[src/rtl/bankreg_pkg.sv]
// Package: shared sizes, reset constants and destination encoding for the
// serial bank register port. Assumes a 16-bit CPU address and 8-bit data.
package bankreg_pkg;
    localparam int ADDR_W   = 16;
    localparam int DATA_W   = 8;
    localparam int SHIFT_W  = 5;
    localparam int PRG_KEEP = 4;
    localparam int CNT_W    = $clog2(SHIFT_W);

    // Control register value after reset, and bits forced by a reset write
    localparam logic [SHIFT_W-1:0] CTRL_RESET = 5'h0C;
    localparam logic [SHIFT_W-1:0] CTRL_FORCE = 5'h0C;

    // Destination selected by address bits 14:13 on the completing write
    typedef enum logic [1:0] {
        DST_CTRL   = 2'd0,
        DST_CHR_LO = 2'd1,
        DST_CHR_HI = 2'd2,
        DST_PRG    = 2'd3
    } dest_e;
endpackage

[src/rtl/bankreg_shifter.sv]
// Module: bankreg_shifter
// Gathers one bit per accepted write, LSB first. It raises a one-cycle store
// request with the complete value on the write that supplies the last bit.
// A reset write drops the partial value. Assumes the caller has already
// qualified writes by the address window.
module bankreg_shifter
    import bankreg_pkg::*;
#(
    parameter int WIDTH = SHIFT_W,
    localparam int CW   = $clog2(WIDTH)
) (
    input  logic             clk,
    input  logic             rst_n,
    input  logic             accept,     // strobed write inside the window
    input  logic             abort_bit,  // data bit 7
    input  logic             data_bit,   // data bit 0
    output logic             abort,      // reset write this cycle
    output logic             store,      // completing write this cycle
    output logic [WIDTH-1:0] value       // full value, valid with store
);
    logic [WIDTH-1:0] acc_q;
    logic [CW-1:0]    cnt_q;
    logic             load;

    // Classify the current write
    always_comb begin
        abort = accept && abort_bit;
        load  = accept && !abort_bit;
        store = load && (cnt_q == CW'(WIDTH - 1));
        value = acc_q | (WIDTH'(data_bit) << cnt_q);
    end

    // Partial value and bit count
    always_ff @(posedge clk) begin
        if (!rst_n || abort || store) begin
            acc_q <= '0;
            cnt_q <= '0;
        end else if (load) begin
            acc_q <= value;
            cnt_q <= cnt_q + 1'b1;
        end
    end

    // The count never reaches the width
    assert_count_bound_R8: assert property (@(posedge clk) disable iff (!rst_n)
        cnt_q < CW'(WIDTH));
    // A reset write leaves no progress behind
    assert_abort_clears_R3: assert property (@(posedge clk) disable iff (!rst_n)
        abort |=> (cnt_q == '0 && acc_q == '0));
    // A store leaves no progress behind
    assert_store_clears_R8: assert property (@(posedge clk) disable iff (!rst_n)
        store |=> (cnt_q == '0 && acc_q == '0));
    // Nothing accepted means progress holds
    assert_idle_holds_R2: assert property (@(posedge clk) disable iff (!rst_n)
        !accept |=> ($stable(cnt_q) && $stable(acc_q)));
endmodule

[src/rtl/bankreg_file.sv]
// Module: bankreg_file
// Holds the four bank registers. It stores a full value into the selected
// register on a store request and forces mode bits on a reset write.
// Assumes store and abort are never high together.
module bankreg_file
    import bankreg_pkg::*;
#(
    parameter int WIDTH = SHIFT_W,
    parameter int PRG_W = PRG_KEEP
) (
    input  logic             clk,
    input  logic             rst_n,
    input  logic             store,
    input  logic             abort,
    input  dest_e            dest,
    input  logic [WIDTH-1:0] value,
    output logic [WIDTH-1:0] ctrl_q,
    output logic [WIDTH-1:0] chr_q [2],
    output logic [PRG_W-1:0] prg_q
);
    // Control register: store, or OR in the forced mode bits
    always_ff @(posedge clk) begin
        if (!rst_n)
            ctrl_q <= CTRL_RESET;
        else if (abort)
            ctrl_q <= ctrl_q | CTRL_FORCE;
        else if (store && dest == DST_CTRL)
            ctrl_q <= value;
    end

    // Character bank registers, one per bank slot
    for (genvar g = 0; g < 2; g++) begin : g_chr
        localparam dest_e MY_DEST = (g == 0) ? DST_CHR_LO : DST_CHR_HI;
        always_ff @(posedge clk) begin
            if (!rst_n)
                chr_q[g] <= '0;
            else if (store && dest == MY_DEST)
                chr_q[g] <= value;
        end
        assert_chr_hold_R9: assert property (@(posedge clk) disable iff (!rst_n)
            !(store && dest == MY_DEST) |=> $stable(chr_q[g]));
    end

    // Program bank register: keeps the low bits only
    always_ff @(posedge clk) begin
        if (!rst_n)
            prg_q <= '0;
        else if (store && dest == DST_PRG)
            prg_q <= value[PRG_W-1:0];
    end

    // A reset write sets the forced bits
    assert_abort_forces_R4: assert property (@(posedge clk) disable iff (!rst_n)
        abort |=> ((ctrl_q & CTRL_FORCE) == CTRL_FORCE));
    // Control moves only on a reset write or a store to it
    assert_ctrl_hold_R9: assert property (@(posedge clk) disable iff (!rst_n)
        !(abort || (store && dest == DST_CTRL)) |=> $stable(ctrl_q));
    // Program bank moves only on a store to it
    assert_prg_hold_R9: assert property (@(posedge clk) disable iff (!rst_n)
        !(store && dest == DST_PRG) |=> $stable(prg_q));
    // Store and reset write are exclusive
    assert_excl_R3: assert property (@(posedge clk) disable iff (!rst_n)
        !(store && abort));
endmodule

[src/rtl/bankreg_serial_port.sv]
// Module: bankreg_serial_port
// Top of the serial-loaded bank register port. It qualifies CPU writes by
// address bit 15, feeds them to the bit gatherer and routes completed values
// into the register file. Assumes one write per high strobe cycle.
module bankreg_serial_port
    import bankreg_pkg::*;
(
    input  logic                clk,
    input  logic                rst_n,
    input  logic                wr_en,
    input  logic [ADDR_W-1:0]   wr_addr,
    input  logic [DATA_W-1:0]   wr_data,
    output logic [SHIFT_W-1:0]  ctrl_reg,
    output logic [SHIFT_W-1:0]  chr_lo_bank,
    output logic [SHIFT_W-1:0]  chr_hi_bank,
    output logic [PRG_KEEP-1:0] prg_bank
);
    logic               accept;
    logic               abort;
    logic               store;
    logic [SHIFT_W-1:0] value;
    dest_e              dest;
    logic [SHIFT_W-1:0] chr_q [2];
    logic               unused_bits;

    // Window qualification and destination decode
    always_comb begin
        accept      = wr_en && wr_addr[ADDR_W-1];
        dest        = dest_e'(wr_addr[ADDR_W-2 -: 2]);
        unused_bits = ^{wr_data[DATA_W-2:1], wr_addr[ADDR_W-4:0]};
    end

    bankreg_shifter #(.WIDTH(SHIFT_W)) u_shift (
        .clk       (clk),
        .rst_n     (rst_n),
        .accept    (accept),
        .abort_bit (wr_data[DATA_W-1]),
        .data_bit  (wr_data[0]),
        .abort     (abort),
        .store     (store),
        .value     (value)
    );

    bankreg_file #(.WIDTH(SHIFT_W), .PRG_W(PRG_KEEP)) u_regs (
        .clk    (clk),
        .rst_n  (rst_n),
        .store  (store),
        .abort  (abort),
        .dest   (dest),
        .value  (value),
        .ctrl_q (ctrl_reg),
        .chr_q  (chr_q),
        .prg_q  (prg_bank)
    );

    // Output naming
    always_comb begin
        chr_lo_bank = chr_q[0];
        chr_hi_bank = chr_q[1];
    end

    // Writes outside the window never reach the register file
    assert_window_R2: assert property (@(posedge clk) disable iff (!rst_n)
        (wr_en && !wr_addr[ADDR_W-1]) |-> !(store || abort));
    // Strobe low never reaches the register file
    assert_strobe_R11: assert property (@(posedge clk) disable iff (!rst_n)
        !wr_en |-> !(store || abort));
endmodule

[config.mk]
export PLATFORM = sky130hd
export DESIGN_NAME = bankreg_serial_port
export DESIGN_NICKNAME = d
export VERILOG_FILES = /design/src/rtl/bankreg_pkg.sv /design/src/rtl/bankreg_shifter.sv /design/src/rtl/bankreg_file.sv /design/src/rtl/bankreg_serial_port.sv
export SDC_FILE = /design/constraint.sdc
export NUM_CORES = 1
export LEC_CHECK = 0
export BUFFER_PORTS_ARGS = -buffer_cell sky130_fd_sc_hd__buf_2
export CAP_MARGIN = 10
export CORE_MARGIN = 8
export CORE_UTILIZATION = 47
export CTS_CLUSTER_SIZE = 24
export DETAILED_ROUTE_END_ITERATION = 16
export PLACE_DENSITY = 0.79
export REMOVE_ABC_BUFFERS = 1
export SYNTH_ARGS = -nofsm -noshare
export SYNTH_HDL_FRONTEND = slang
export SYNTH_SLANG_ARGS = --single-unit
[constraint.sdc]
create_clock -name clk -period 1.9 [get_ports clk]
set_input_delay 0.38 -clock clk [delete_from_list [all_inputs] [get_ports clk]]
set_output_delay 0.38 -clock clk [all_outputs]
set_load 0.01 [all_outputs]
==> results.md <==
* Core Area at 0.00243 sq mm
* Placer Congestion at 0.799
* Largest net degree at the start of global routing at 19
* Power Density at between 600 and 700 mW/mm^2
* Die Y at 66.2 um
* Worst slew margin at 63.6%
* Die area at between 0.004 and 0.005 sq mm
* CTS buffer count at 3
* Hold Buf Count CTS at 0
* Setup bufs post-CTS at 0
* Gr ovfl total at 0
* Fmax at 0.595 GHz
* DP Area at around 0.0013 sq mm
* Crit-path max FO at 14
* FP Rows at 18
* Vias per cell at 5.71
* Routed via count at around 990
* MaxCap Viol Count at 0
* Drt first pass iters at 4
* Worst-path clk slew at 0.15 ns
* Crit Path Class: flop to flop
* Gr usage total at 11.8%
* Wire length of the first global-routing pass at 4220 um
* CTS Sinks at 27
* Worst VDD drop at 0.000641 V
* Distinct cells, synth at 35
* Cell area after synthesis at 0.00118 sq mm
* Number of synthesized flops with an enable pin at 0
* Post-route cell area at roughly 0.0013 sq mm
* Worst Setup End Kind: flop
* Critical Path AT at ~1.9 ns
* Status: finished, final reports clean
* CTS max path bufs at 2
* Tightest Pin Transition at about 0.54 ns
* R2r startpoint: u_shift.cnt_q[1]
* Worst R2R Setup Slack at roughly 0.22 ns
* Syn avg cell area at around 9.9 sq um
* Layout area overhead at 12.9%
* Syn Inst Count at 120
* Vias in the first global route at 955
* Quantity of I/O buffers inserted on ports at 26
* Leak at 0.500 nW
* Max-slew violation count at 0
* Clock tree from TritonCTS: yes
* Total Wirelength at 2520 um
* Clock latency on the worst-skew pair at 0.33 ns
* DRC viols at 0
* Hold_ws at 0.403 ns
* Worst Clk Skew at roughly 0.012 ns
* Antenna Cells at 0
* R2R depth at 5
* Ys async rst share at 0%
* Cts repair resizes at 0
* Die W at 66.2 um
* Worst min-delay path class: primary input to flop
* Synth Register Bits at 27
* Initial antenna violation count at 0
* Post-route minimum period at between 1.5 and 2 ns
* Setup crit start kind: flop
* Post-layout net count at around 170
* Setup violations, final at 0
* Final cycle utilization of the critical path at around nine tenths
* Register area share after synthesis at around 46%
* CTS H-tree lvls at 1
* 1st-iter DRT viols at 63
* Fin. Hold Viols at 0
* Hold path depth at 3
* Root Buffer: clkbuf_4
* Wire per inst at 14.5 um
* Top FF cell, synth: dfxtp_1
* RSZ-0062 raised after global routing: false
* Io pins at 46
* Synth warn at 0
* Hold endpoint: u_regs.ctrl_q[3]
* Initial core utilization at 48.7%
* Setup TNS at 0 ns
* Worst R2R End: u_regs.chr_q[1]
* Layout cells sized above 1 at between 20 and 30%
* Req. time, crit path at 2.14 ns
* Worst Hold Launch: wr_data[7]
* Final HPWL DP at 1930 um
* Antenna-violating nets left at 0
* Fin util at between 50% and 60%
-- cell usage after synthesis, types with 2 or more instances --
cell type  instances  area [sq um]
a211oi_1          10          75.1
a311oi_1           6          52.6
o211ai_1           2          15.0
and2_1             2          12.5
buf_6              3          33.8
nand2_1            2          7.51
nor2_1            10          37.5
o21ai_0            2          10.0
a31oi_1            3          18.8
inv_1              3          11.3
and4bb_2           2          25.0
a21oi_1           20           100
ha_1               2          25.0
buf_4              2          15.0
a21oi_2            2          17.5
and3b_1            2          17.5
dfxtp_1           27           541
buf_2              3          15.0
-- how the worst max path moves through the flow --
stage                                start               to  slack, ns  depth (start not counted)
after floorplan           u_shift.cnt_q[0]  u_regs.chr_q[0]       0.41                          5
after global placement    u_shift.cnt_q[1]  u_regs.chr_q[1]       0.30                          5
after detailed placement  u_shift.cnt_q[1]  u_regs.chr_q[1]       0.24                          5
after CTS                 u_shift.cnt_q[1]  u_regs.chr_q[1]       0.21                          5
after global routing      u_shift.cnt_q[1]  u_regs.chr_q[1]       0.12                          5
final                     u_shift.cnt_q[1]  u_regs.chr_q[1]       0.22                          5
-- cell usage in the layout (no fill, tap or decap), drive strengths merged, types with 7 or more instances in the layout --
cell,synthesis,final
buf,8,29
dfxtp,27,27
a21oi,22,22
a211oi,10,10
nor2,10,10
a311oi,7,7
-- worst max-delay path: stages, from the launching register on --
cell and delay, ns:
dfxtp_1 0.53, inv_1 0.08, ha_1 0.23, and4b_4 0.28, and2_1 0.22, a211oi_1 0.26
-- registers in the layout, indices dropped and copies added, names as in the netlist --
register,cells
u_regs.chr_q,10
u_regs.ctrl_q,5
u_regs.prg_q,4
u_shift.acc_q,5
u_shift.cnt_q,3
-- cell type report --
type,instances,area (sq um)
Fill cell,218,1090
Multi-Input combinational cell,80,562
Clock inverter,1,7.51
Inverter,4,15.0
Timing Repair Buffer,29,153
Clock buffer,3,22.5
Tap cell,30,37.5
Sequential cell,27,541
-- per-layer routing --
layer  GRT usage (%)  routed length, um
met1            13.2               1080
met4            2.67                 10
met2            20.6               1250
met5               0                  0
met3            4.41                177
-- stage by stage --
stage / std cells / setup slack (ns) / total power, mW
final: 174 / 0.220 / 0.878
after global routing: 174 / 0.121 / 0.921
after CTS: 174 / 0.210 / 0.889
after detailed placement: 170 / 0.240 / 0.643
after global placement: 170 / 0.303 / 0.642
after floorplan: 111 / 0.406 / 0.617
-- power by group --
part,switching (mW),leakage (nW),internal [mW],total [mW]
registers,0.00143,0.218,0.568,0.570
logic,0.0391,0.268,0.0228,0.0620
clock network,0.166,0.0139,0.0806,0.246
-- logic make-up (layout without fill, tap and decap cells) --
| family | after synthesis | in the layout | synth area share [%] |
|---|---|---|---|
| compound gates | 48 | 48 | 26.8 |
| xor+xnor | 2 | 2 | 1.48 |
| fa+ha+maj | 2 | 2 | 2.11 |
| buf+inv | 13 | 37 | 6.97 |
| flops | 27 | 27 | 45.6 |
| mux | 1 | 1 | 0.845 |
| simple gates | 27 | 27 | 16.2 |
No activity file was read; power rests on OpenSTA's default activity.
